`config.mk`:
```
export PLATFORM = sky130hd
export DESIGN_NAME = flash_cmd_decoder
export DESIGN_NICKNAME = d
export VERILOG_FILES = /design/src/rtl/fcd_pkg.sv /design/src/rtl/fcd_window_timer.sv /design/src/rtl/fcd_busy_engine.sv /design/src/rtl/fcd_read_mux.sv /design/src/rtl/flash_cmd_decoder.sv
export SDC_FILE = /design/constraint.sdc
export NUM_CORES = 1
export LEC_CHECK = 0
export ABC_AREA = 0
export BUFFER_PORTS_ARGS = -buffer_cell sky130_fd_sc_hd__buf_2
export CAP_MARGIN = 10
export CORE_MARGIN = 1
export CORE_UTILIZATION = 50
export DETAILED_ROUTE_END_ITERATION = 12
export GPL_TIMING_DRIVEN = 0
export HOLD_SLACK_MARGIN = 0.03
export PLACE_DENSITY = 0.74
export SYNTH_ARGS = -nofsm -noshare
export SYNTH_HDL_FRONTEND = slang
export SYNTH_HIERARCHICAL = 1
export SYNTH_SLANG_ARGS = --single-unit
export TNS_END_PERCENT = 100
```
`constraint.sdc`:
```
create_clock -name clk -period 6.25 [get_ports clk]
set_input_delay 0.625 -clock clk [delete_from_list [all_inputs] [get_ports clk]]
set_output_delay 0.625 -clock clk [all_outputs]
set_load 0.05 [all_outputs]
```
`src/rtl/fcd_pkg.sv`:
```
package fcd_pkg;

  typedef enum logic [3:0] {
    PH_IDLE,
    PH_UNL1,
    PH_UNL2,
    PH_PROG_ARM,
    PH_ERS_SETUP,
    PH_ERS_UNL1,
    PH_ERS_UNL2,
    PH_WINDOW,
    PH_PROG_BUSY,
    PH_ERS_BUSY,
    PH_ERS_SUSP
  } fcd_phase_e;

  typedef enum logic [2:0] {
    SRC_ARRAY,
    SRC_IDENT,
    SRC_PROG,
    SRC_ERASE,
    SRC_SUSP
  } fcd_src_e;

  localparam logic [7:0]  KEY_FIRST   = 8'hAA;
  localparam logic [7:0]  KEY_SECOND  = 8'h55;
  localparam logic [15:0] KEY_ADR_A   = 16'hAAAA;
  localparam logic [15:0] KEY_ADR_B   = 16'h5554;

  localparam logic [7:0]  OP_RESET    = 8'hF0;
  localparam logic [7:0]  OP_IDENT    = 8'h90;
  localparam logic [7:0]  OP_PROGRAM  = 8'hA0;
  localparam logic [7:0]  OP_ERS_PREP = 8'h80;
  localparam logic [7:0]  OP_ERS_ALL  = 8'h10;
  localparam logic [7:0]  OP_ERS_SECT = 8'h30;
  localparam logic [7:0]  OP_SUSPEND  = 8'hB0;

  localparam logic [7:0]  ID_MAKER    = 8'h01;
  localparam logic [7:0]  ID_PART     = 8'hA4;

endpackage

```
`src/rtl/fcd_window_timer.sv`:
```
module fcd_window_timer #(
  parameter int LIMIT = 16
) (
  input  logic clk,
  input  logic rst_n,
  input  logic run,
  input  logic restart,
  output logic expired
);
  localparam int CW = $clog2(LIMIT + 1);

  logic [CW-1:0] cnt_q;

  assign expired = run && !restart && (cnt_q == CW'(LIMIT - 1));

  always_ff @(posedge clk or negedge rst_n) begin
    if (!rst_n)                 cnt_q <= '0;
    else if (restart)           cnt_q <= '0;
    else if (run && !expired)   cnt_q <= cnt_q + 1'b1;
  end
endmodule

```
`src/rtl/fcd_busy_engine.sv`:
```
module fcd_busy_engine #(
  parameter int PROG_CYC  = 8,
  parameter int ERASE_CYC = 32
) (
  input  logic clk,
  input  logic rst_n,
  input  logic start,
  input  logic kind_erase,
  input  logic pause,
  input  logic abort,
  output logic busy,
  output logic done
);
  localparam int MAXC = (PROG_CYC > ERASE_CYC) ? PROG_CYC : ERASE_CYC;
  localparam int CW   = $clog2(MAXC + 1);

  logic          busy_q;
  logic          erase_q;
  logic [CW-1:0] cnt_q;
  logic [CW-1:0] last;

  assign last = erase_q ? CW'(ERASE_CYC - 1) : CW'(PROG_CYC - 1);
  assign busy = busy_q;
  assign done = busy_q && !pause && (cnt_q == last);

  always_ff @(posedge clk or negedge rst_n) begin
    if (!rst_n) begin
      busy_q  <= 1'b0;
      erase_q <= 1'b0;
      cnt_q   <= '0;
    end else if (abort) begin
      busy_q  <= 1'b0;
      cnt_q   <= '0;
    end else if (start) begin
      busy_q  <= 1'b1;
      erase_q <= kind_erase;
      cnt_q   <= '0;
    end else if (done) begin
      busy_q  <= 1'b0;
      cnt_q   <= '0;
    end else if (busy_q && !pause) begin
      cnt_q   <= cnt_q + 1'b1;
    end
  end
endmodule

```
`src/rtl/fcd_read_mux.sv`:
```
module fcd_read_mux
  import fcd_pkg::*;
#(
  parameter int ADDR_W = 19,
  parameter int SECT_W = 3,
  parameter int NSECT  = 8
) (
  input  fcd_src_e          src,
  input  logic [ADDR_W-1:0] rd_addr,
  input  logic [7:0]        arr_rdata,
  input  logic              prog_bit7,
  input  logic [NSECT-1:0]  mask,
  output logic [7:0]        rd_data
);
  localparam int OFS_W = ADDR_W - SECT_W;

  logic [SECT_W-1:0] rd_sect;
  logic [OFS_W-1:0]  rd_ofs;
  logic              in_erase;

  assign rd_sect  = rd_addr[ADDR_W-1 -: SECT_W];
  assign rd_ofs   = rd_addr[OFS_W-1:0];
  assign in_erase = mask[rd_sect];

  always_comb begin
    case (src)
      SRC_IDENT: begin
        if (rd_ofs == OFS_W'(0))      rd_data = ID_MAKER;
        else if (rd_ofs == OFS_W'(2)) rd_data = ID_PART;
        else                          rd_data = 8'h00;
      end
      SRC_PROG:  rd_data = {~prog_bit7, 7'b0};
      SRC_ERASE: rd_data = 8'h00;
      SRC_SUSP:  rd_data = in_erase ? 8'h00 : arr_rdata;
      default:   rd_data = arr_rdata;
    endcase
  end
endmodule

```
`src/rtl/flash_cmd_decoder.sv`:
```
module flash_cmd_decoder
  import fcd_pkg::*;
#(
  parameter int ADDR_W     = 19,
  parameter int SECT_W     = 3,
  parameter int WINDOW_CYC = 6400,
  parameter int PROG_CYC   = 1024,
  parameter int ERASE_CYC  = 65536
) (
  input  logic                     clk,
  input  logic                     rst_n,
  input  logic                     wr_stb,
  input  logic [ADDR_W-1:0]        wr_addr,
  input  logic [7:0]               wr_data,
  input  logic [ADDR_W-1:0]        rd_addr,
  input  logic [7:0]               arr_rdata,
  output logic [7:0]               rd_data,
  output logic                     eng_start,
  output logic                     eng_erase,
  output logic [(1<<SECT_W)-1:0]   eng_sector_mask,
  output logic [ADDR_W-1:0]        eng_addr,
  output logic [7:0]               eng_data,
  output logic                     eng_hold,
  output logic                     eng_busy,
  output logic                     eng_done
);
  localparam int NSECT = 1 << SECT_W;

  fcd_phase_e        ph_q, ph_n;
  logic              ident_q, ident_n;
  logic              start_q, start_n;
  logic              erase_q, erase_n;
  logic [NSECT-1:0]  mask_q, mask_n;
  logic [ADDR_W-1:0] addr_q, addr_n;
  logic [7:0]        data_q, data_n;
  logic              abort;
  logic              win_restart;
  logic              win_expired;
  logic              eng_done_w;
  logic              eng_busy_w;
  fcd_src_e          src;

  logic [SECT_W-1:0] wr_sect;
  logic [NSECT-1:0]  wr_onehot;
  logic              key_a, key_b;

  assign wr_sect = wr_addr[ADDR_W-1 -: SECT_W];
  for (genvar s = 0; s < NSECT; s++) begin : g_sect_dec
    assign wr_onehot[s] = (wr_sect == SECT_W'(s));
  end

  assign key_a = (wr_addr[15:0] == KEY_ADR_A);
  assign key_b = (wr_addr[15:0] == KEY_ADR_B);

  assign win_restart = wr_stb && (wr_data == OP_ERS_SECT) &&
                       ((ph_q == PH_ERS_UNL2) || (ph_q == PH_WINDOW));

  always_comb begin
    ph_n    = ph_q;
    ident_n = ident_q;
    start_n = 1'b0;
    erase_n = erase_q;
    mask_n  = mask_q;
    addr_n  = addr_q;
    data_n  = data_q;
    abort   = 1'b0;
    case (ph_q)
      PH_IDLE: begin
        if (wr_stb && key_a && wr_data == KEY_FIRST) ph_n = PH_UNL1;
      end
      PH_UNL1: begin
        if (wr_stb) ph_n = (key_b && wr_data == KEY_SECOND) ? PH_UNL2 : PH_IDLE;
      end
      PH_UNL2: begin
        if (wr_stb) begin
          ph_n = PH_IDLE;
          if (key_a) begin
            if (ident_q) begin
              if (wr_data == OP_RESET) ident_n = 1'b0;
            end else begin
              case (wr_data)
                OP_IDENT:    ident_n = 1'b1;
                OP_PROGRAM:  ph_n    = PH_PROG_ARM;
                OP_ERS_PREP: ph_n    = PH_ERS_SETUP;
                default:     ph_n    = PH_IDLE;
              endcase
            end
          end
        end
      end
      PH_PROG_ARM: begin
        if (wr_stb) begin
          ph_n    = PH_PROG_BUSY;
          start_n = 1'b1;
          erase_n = 1'b0;
          addr_n  = wr_addr;
          data_n  = wr_data;
          mask_n  = '0;
        end
      end
      PH_ERS_SETUP: begin
        if (wr_stb) ph_n = (key_a && wr_data == KEY_FIRST) ? PH_ERS_UNL1 : PH_IDLE;
      end
      PH_ERS_UNL1: begin
        if (wr_stb) ph_n = (key_b && wr_data == KEY_SECOND) ? PH_ERS_UNL2 : PH_IDLE;
      end
      PH_ERS_UNL2: begin
        if (wr_stb) begin
          if (key_a && wr_data == OP_ERS_ALL) begin
            ph_n    = PH_ERS_BUSY;
            start_n = 1'b1;
            erase_n = 1'b1;
            mask_n  = '1;
          end else if (wr_data == OP_ERS_SECT) begin
            ph_n    = PH_WINDOW;
            mask_n  = wr_onehot;
          end else begin
            ph_n    = PH_IDLE;
          end
        end
      end
      PH_WINDOW: begin
        if (wr_stb) begin
          if (wr_data == OP_ERS_SECT) begin
            mask_n = mask_q | wr_onehot;
          end else begin
            ph_n   = PH_IDLE;
            mask_n = '0;
          end
        end else if (win_expired) begin
          ph_n    = PH_ERS_BUSY;
          start_n = 1'b1;
          erase_n = 1'b1;
        end
      end
      PH_PROG_BUSY: begin
        if (eng_done_w) ph_n = PH_IDLE;
      end
      PH_ERS_BUSY: begin
        if (eng_done_w) begin
          ph_n   = PH_IDLE;
          mask_n = '0;
        end else if (wr_stb && wr_data == OP_RESET) begin
          ph_n   = PH_IDLE;
          mask_n = '0;
          abort  = 1'b1;
        end else if (wr_stb && wr_data == OP_SUSPEND) begin
          ph_n   = PH_ERS_SUSP;
        end
      end
      PH_ERS_SUSP: begin
        if (wr_stb && wr_data == OP_ERS_SECT) begin
          ph_n   = PH_ERS_BUSY;
        end else if (wr_stb && wr_data == OP_RESET) begin
          ph_n   = PH_IDLE;
          mask_n = '0;
          abort  = 1'b1;
        end
      end
      default: ph_n = PH_IDLE;
    endcase
  end

  always_ff @(posedge clk or negedge rst_n) begin
    if (!rst_n) begin
      ph_q    <= PH_IDLE;
      ident_q <= 1'b0;
      start_q <= 1'b0;
      erase_q <= 1'b0;
      mask_q  <= '0;
      addr_q  <= '0;
      data_q  <= '0;
    end else begin
      ph_q    <= ph_n;
      ident_q <= ident_n;
      start_q <= start_n;
      erase_q <= erase_n;
      mask_q  <= mask_n;
      addr_q  <= addr_n;
      data_q  <= data_n;
    end
  end

  always_comb begin
    case (ph_q)
      PH_PROG_BUSY: src = SRC_PROG;
      PH_ERS_BUSY:  src = SRC_ERASE;
      PH_ERS_SUSP:  src = SRC_SUSP;
      default:      src = ident_q ? SRC_IDENT : SRC_ARRAY;
    endcase
  end

  fcd_window_timer #(.LIMIT(WINDOW_CYC)) u_window (
    .clk     (clk),
    .rst_n   (rst_n),
    .run     (ph_q == PH_WINDOW),
    .restart (win_restart),
    .expired (win_expired)
  );

  fcd_busy_engine #(.PROG_CYC(PROG_CYC), .ERASE_CYC(ERASE_CYC)) u_engine (
    .clk        (clk),
    .rst_n      (rst_n),
    .start      (start_n),
    .kind_erase (erase_n),
    .pause      (ph_q == PH_ERS_SUSP),
    .abort      (abort),
    .busy       (eng_busy_w),
    .done       (eng_done_w)
  );

  fcd_read_mux #(.ADDR_W(ADDR_W), .SECT_W(SECT_W), .NSECT(NSECT)) u_rmux (
    .src       (src),
    .rd_addr   (rd_addr),
    .arr_rdata (arr_rdata),
    .prog_bit7 (data_q[7]),
    .mask      (mask_q),
    .rd_data   (rd_data)
  );

  assign eng_start       = start_q;
  assign eng_erase       = erase_q;
  assign eng_sector_mask = mask_q;
  assign eng_addr        = addr_q;
  assign eng_data        = data_q;
  assign eng_hold        = (ph_q == PH_ERS_SUSP);
  assign eng_busy        = eng_busy_w;
  assign eng_done        = eng_done_w;
endmodule

```
Yosys cells after proc, flatten, opt, wreduce, memory -nomap -nowiden
Cells that the tools add are included.
{"block": "classes", "addsub": 2, "multipliers": 0, "div_mod_pow": 0, "magnitude_cmp": 1, "n_eq_ne": 50, "shifts": 0, "muxes": 72, "n_bitwise": 3, "n_reduce_logical": 30}
{"operator": "8-bit two-way mux", "n": 12}
{"operator": "17-bit two-way mux", "n": 4}
{"operator": "4-bit two-way mux", "n": 17}
{"operator": "8-bit equality test, second input constant", "n": 6}
{"operator": "4-bit one-hot mux with 11 select lines", "n": 1}
{"operator": "8-bit one-hot mux with 5 select lines", "n": 1}
{"operator": "8-bit one-hot mux with 4 select lines", "n": 1}
{"operator": "13-bit two-way mux", "n": 2}
{"operator": "1-bit two-way mux", "n": 21}
{"operator": "2-bit != test, second input constant", "n": 10}
{"operator": "17-bit by 1-bit adder with 17-bit output, second input constant", "n": 1}
{"operator": "17-bit equality test", "n": 1}
{"operator": "16-bit by 15-bit equality test with 1-bit output, second input constant", "n": 1}
{"operator": "16-bit equality test, second input constant", "n": 1}
{"operator": "16-bit by 2-bit equality test with 1-bit output, second input constant", "n": 1}
{"operator": "4-bit by 3-bit equality test with 1-bit output, second input constant", "n": 4}
{"operator": "16-bit zero test", "n": 1}
{"operator": "16-bit two-way mux", "n": 1}
{"operator": "3-bit equality test, second input constant", "n": 5}
{"operator": "3-bit two-way mux", "n": 5}
{"operator": "1-bit logical AND", "n": 14}
{"operator": "13-bit by 1-bit adder with 13-bit output, second input constant", "n": 1}
{"operator": "13-bit equality test, second input constant", "n": 1}
{"operator": "3-bit by 2-bit equality test with 1-bit output, second input constant", "n": 4}
{"operator": "31 further kinds", "n": 42}
{"block": "totals", "ff_bits": 74, "latch_bits": 0, "mem_bits_rw": 0, "rom_bits": 0, "in_bits": 57, "out_inout_bits": 48, "word_cells": 169, "mem_count": 0}

Longest topological paths before layout
{"block": "logic_depth", "ltp_word": 11, "mapped_depth": 16, "ltp_nobuf": 13}

Hierarchy
Netlist, hierarchy kept.
{"module": "flash_cmd_decoder", "instances": 1, "cells_per_inst": 222, "area_per_inst_um2": 2314.7, "seq_area_each_um2": 1051.0}
{"module": "fcd_busy_engine", "instances": 1, "cells_per_inst": 113, "area_per_inst_um2": 1137.3, "seq_area_each_um2": 475.5}
{"module": "fcd_window_timer", "instances": 1, "cells_per_inst": 76, "area_per_inst_um2": 732.0, "seq_area_each_um2": 325.3}
{"module": "fcd_read_mux", "instances": 1, "cells_per_inst": 29, "area_per_inst_um2": 241.5, "seq_area_each_um2": 0.0}

Least setup slack after synthesis
No wires, ideal clock.
{"block": "synth_timing", "path_kind": "reg2reg", "from": "reg ph_q[2]", "to": "reg ph_q[0]", "setup_ns": 0.125, "arrival_ns": 4.515, "required_time_ns": 6.125, "path_slack_ns": 1.610, "stages_incl_launch_ff": 14, "path_buffers": 3, "synth_period_minus_slack_ns": 4.640, "cell_sequence": "dfrtp_1 > buf_2 > nand2b_1 > buf_4 > nor2_1 > nor2b_1 > buf_2 > nand3_1 > nor4_1 > nor3_1 > o31ai_1 > a311oi_1 > nor3_1 > mux2_2"}
{"block": "synth_between", "elab_cells_between_ends": 34, "classes_between": "eq/ne: 22; mux: 2; reduce/logical: 10"}
{"element": "start, declared", "line": "flash_cmd_decoder.sv:29", "text": "fcd_phase_e ph_q, ph_n;"}
{"element": "start signal, assigned", "line": "flash_cmd_decoder.sv:174", "text": "ph_q <= ph_n;"}
{"element": "4-bit equality test *"}
{"element": "via eng_hold", "line": "flash_cmd_decoder.sv:23", "text": "output logic eng_hold,"}
{"element": "1-bit zero test *", "line": "fcd_busy_engine.sv:24", "text": "assign done = busy_q && !pause && (cnt_q == last);"}
{"element": "1-bit logical AND * (2 in a row)", "line": "fcd_busy_engine.sv:24"}
{"element": "via eng_done", "line": "flash_cmd_decoder.sv:25", "text": "output logic eng_done"}
{"element": "4-bit != test (no line) (tied with other cells)"}
{"element": "12-bit AND reduction (no line) / 4-bit one-hot mux with 11 select lines (equally long branches)"}
Mark *: on every way through the listed nets, which the timed path passes. The rest lies on a longest branch.
A chain may end at the register's enable or synchronous reset.

Worst setup path in the final report
{"block": "layout_timing", "from": "reg ph_q[2]", "to": "reg u_engine.cnt_q[13]"}
{"block": "layout_between", "elab_cells_between_ends": 22, "classes_between": "eq/ne: 5; mux: 8; reduce/logical: 9"}
{"element": "4-bit equality test", "line": "flash_cmd_decoder.sv:67, flash_cmd_decoder.sv:206"}
{"element": "1-bit zero test", "line": "fcd_busy_engine.sv:24"}
{"element": "1-bit logical AND (2 in a row)", "line": "fcd_busy_engine.sv:24"}
{"element": "1-bit two-way mux", "line": "flash_cmd_decoder.sv:140", "text": "if (eng_done_w) begin"}
{"element": "1-bit one-hot mux with 2 select lines *", "line": "flash_cmd_decoder.sv:67", "text": "case (ph_q)"}
{"element": "via abort", "line": "flash_cmd_decoder.sv:36", "text": "logic abort;"}
{"element": "4-bit nonzero test (no line) / 17-bit two-way mux (equally long branches)"}
{"element": "end signal, assigned", "line": "fcd_busy_engine.sv:42", "text": "cnt_q <= cnt_q + 1'b1;"}
{"element": "end, declared", "line": "fcd_busy_engine.sv:19", "text": "logic [CW-1:0] cnt_q;"}
Marks and branches as above.

==> qor.csv <==
stage,metric,value,unit
outcome,outcome,"complete, no violations",
synth,synth-seq-cells,74,
detailed_routing,drt_iter0_markers,259,
global_routing,use_met1,34.7,%
timing,period_needed,4290,ps
floorplanning,die_w,96.1,um
placed_design,placed_area,5100,sq um
cts,cts_resized,0,
cells_and_area,syn_to_final_growth,20.6,%
power,p_per_area,186,nW/um^2
cts,cts_buffer_depth,2,
timing,slew_headroom,39.3,%
setup_path,startpoint_type,flop,
synth,syn_inst,440,
synth,ys_warn_count,6,
global_routing,antenna_found_initial,0,
cells_and_area,final_cell_area,5340,sq um
detailed_routing,wl_per_cell,17.0,um
cts,cts_max_level,3,
cells_and_area,n_antenna_cell,0,
detailed_routing,routed_wl,11300,um
synth,yosysSeqAreaShare,41.8,%
placed_design,place_hpwl,8300,um
setup_path,cpMaxStageDelayCell,a2111o_1,
setup_path,path_class,reg2reg,
setup_path,crit_path_end,u_engine/cnt_q[13],
power,ir_drop,0.000130,V
timing,max_freq,233,MHz
placed_design,routabilityCongestion,0.966,
synth,syn_area,4430,sq um
cells_and_area,final_nets,614,
global_routing,groute.usage.overall,25.8,%
global_routing,grt_pass1_wl,18400,um
floorplanning,dieHeight,96.1,um
cts,cts.sinks,74,
placed_design,portBuffers,102,
timing,period_share,68.7,%
cts,root_buffer,clkbuf_8,
setup_path,crit_fanout,10,
worst_hold_path,hold_path_class,in2async,
synth,synth_top_area_share,41.8,%
cts,cts_setup_buffers,0,
setup_path,r2r-end,u_engine/cnt_q[13],
floorplanning,io_pins,105,
cts,cts_hold_buf,0,
setup_path,startpoint,ph_q[2],
cells_and_area,ff_latch_area,1850,sq um
timing,rsz0062_at_grt,no,
setup_path,reg2regPathDepth,15,
floorplanning,core,8380,sq um
setup_path,worst_ep_required_time,6510,ps
detailed_routing,drc,0,
setup_path,cp.arrival,4550,ps
cells_and_area,fillers,723,
synth,ys.flop_type,dfrtp_1,
synth,synth.distinct_cells,82,
global_routing,grt_pass1_vias,3825,
synth,ys_top_cells_by_area,"dfrtp_1 (42%), mux2_2 (7.4%), nor2_1 (3.1%), nand2_1 (2.2%), o21ai_0 (2.0%)",
power,p_leak,2.45,nW
timing,final-setup-viol-count,0,
timing,fin_tns_setup,0,ps
flow_run,maxCapViolCount,0,
detailed_routing,route.antenna.remaining_nets,0,
synth,synth.avg_cell_area,10.1,sq um
global_routing,grt_use_met3,4.19,%
timing,worst_pin_slew,902,ps
detailed_routing,viasPerCell,6.08,
placed_design,post-place-ws,1940,ps
setup_path,cp_cell_sequence,buf_2 -> nand2b_1 -> buf_4 -> nor2_1 -> nor2b_1 -> buf_2 -> nand3_1 -> nor4_1 -> nor3b_1 -> a21oi_1 -> nor4_1 -> nor2_1 -> a2111o_1 -> or3_1 -> a211oi_2,
setup_path,r2r_setup_slack,1960,ps
synth,synth_edf_count,0,
setup_path,cpPeakStageDelay,550,ps
cts,cts_tree,done,
cells_and_area,final_util,63.7,%
setup_path,cp.depth,15,
detailed_routing,dr.pass1.iters,5,
floorplanning,dieArea,9230,sq um
floorplanning,start_util,52.8,%
global_routing,met2_usage,42.4,%
setup_path,r2r_start,ph_q[2],
floorplanning,row_count,33,
setup_path,cp_top_family,simple AND/OR/NAND/NOR gates,
synth,async_flop_share,100,%
setup_path,cp-end-kind,flop,
timing,worst_slack,1960,ps
detailed_routing,via_count,4041,
cells_and_area,multi_input_area,2420,sq um
timing,fin_worst_skew,14.3,ps
global_routing,grt_max_degree,75,
setup_path,cp_num_buf_inv,3,
cells_and_area,drive_gt1_share,34.1,%
cts,clk_latency,360,ps
cts,numCtsBuffers,9,
timing,slew_violations,0,
synth,syn-num-nets,499,
synth,synth_top_cell_by_area,dfrtp_1,
timing,hold_viol,0,
cts,cts.reportedPaths.clkPinSlew,90,ps
global_routing,grt_overflow_total,0,
global_routing,grt.busiest_layer,met2,
[stage by stage]
stage	total power, mW	cells	hold slack [ps]
2_1_floorplan	0.521	440	329
3_3_place_gp	0.559	647	465
3_5_place_dp	0.564	649	480
4_1_cts	1.00	665	283
5_1_grt	1.03	665	300
6_report	0.990	665	279
[cells in the mapped netlist, types with 2 or more instances]
master and n:
and4bb_2 3, buf_2 4, o21ai_1 2, xnor2_1 6, a22oi_1 2, inv_1 11
nand4b_1 4, o2bb2ai_1 5, a211oi_2 3, a211oi_1 5, a31oi_1 6, mux2i_1 5
nand3_1 16, clkbuf_1 7, and4_1 6, a21o_2 2, mux2_2 29, o21ai_0 18
xor2_1 5, nand4_1 11, and2_1 6, nand2_1 26, nor4b_1 4, nor2b_1 5
a21oi_1 12, a31o_2 4, or3_1 11, ha_1 2, or4_1 4, o2111ai_1 2
nand2b_1 7, buf_6 4, nor2_1 37, o31ai_1 9, and4b_1 3, nor3_1 11
a311oi_1 2, nor4_1 12, a22o_1 5, and3_1 9, dfrtp_1 74
[worst min path at each step]
stage	cells after the start	slack (ps)	to	from
final	2	280	eng_addr[16]	rst_n
after detailed placement	2	480	eng_addr[17]	eng_addr[17]
after CTS	2	280	u_window/cnt_q[12]	rst_n
after global placement	2	460	eng_addr[18]	eng_addr[18]
after global routing	2	300	eng_addr[16]	rst_n
after floorplan	0	330	eng_addr[0]	rst_n
[worst reg2reg max path, stage by stage (launching register included)]
cell and delay (ps):
dfrtp_1 360, buf_2 180, nand2b_1 150, buf_4 170, nor2_1 540, nor2b_1 90
buf_2 190, nand3_1 130, nor4_1 130, nor3b_1 270, a21oi_1 70, nor4_1 540
nor2_1 230, a2111o_1 550, or3_1 390, a211oi_2 240
[report_power, final]
part / leakage, nW / switching, mW / internal, mW
Combinational: 1.41 / 0.0469 / 0.0258
Clock: 0.118 / 0.196 / 0.241
Sequential: 0.926 / 0.00120 / 0.479
[kinds of logic (layout without fill, tap and decap cells)]
family / Yosys count / after routing / share of synthesized area [%]
multiplexers: 35 / 35 / 8.85
buffers and inverters: 29 / 149 / 3.36
flip-flops: 74 / 74 / 41.8
AO/OA/AOI/OAI: 94 / 94 / 16.6
AND/OR/NAND/NOR: 194 / 194 / 26.4
adder cells (fa/ha/maj): 3 / 3 / 0.792
XOR/XNOR: 11 / 11 / 2.18
[sequential cells by signal (all words and copies together), names as in the netlist]
register          count
u_engine/erase_q      1
u_engine/busy         1
u_window/cnt_q       13
eng_data              8
u_engine/cnt_q       17
eng_start             1
eng_erase             1
ident_q               1
ph_q                  4
eng_addr             19
eng_sector_mask       8
[cell type report]
type | instances | area share [%]
Multi-Input combinational cell | 337 | 45.5
Sequential cell | 74 | 34.7
Timing Repair Buffer | 104 | 10.2
Clock buffer | 10 | 2.58
Tap cell | 105 | 2.46
Buffer | 18 | 2.02
Clock inverter | 6 | 1.78
Inverter | 11 | 0.774
[metal layers]
layer / wire length, um / vias up
met3: 760 / 20
met1: 5010 / 1929
met4: 192 / 0
met5: 0 / -
met2: 5340 / 177
li1: - / 1915
[cells in the final DEF, fill, tap and decap left out, types with 10 or more instances in the layout]
cell type,count
buf_2,106
dfrtp_1,74
nor2_1,37
mux2_2,29
nand2_1,26
o21ai_0,18
nand3_1,16
nor4_1,12
a21oi_1,12
inv_1,11
or3_1,11
nand4_1,11
nor3_1,11
clkbuf_8,10
No activity file was read; power rests on OpenSTA's default activity.
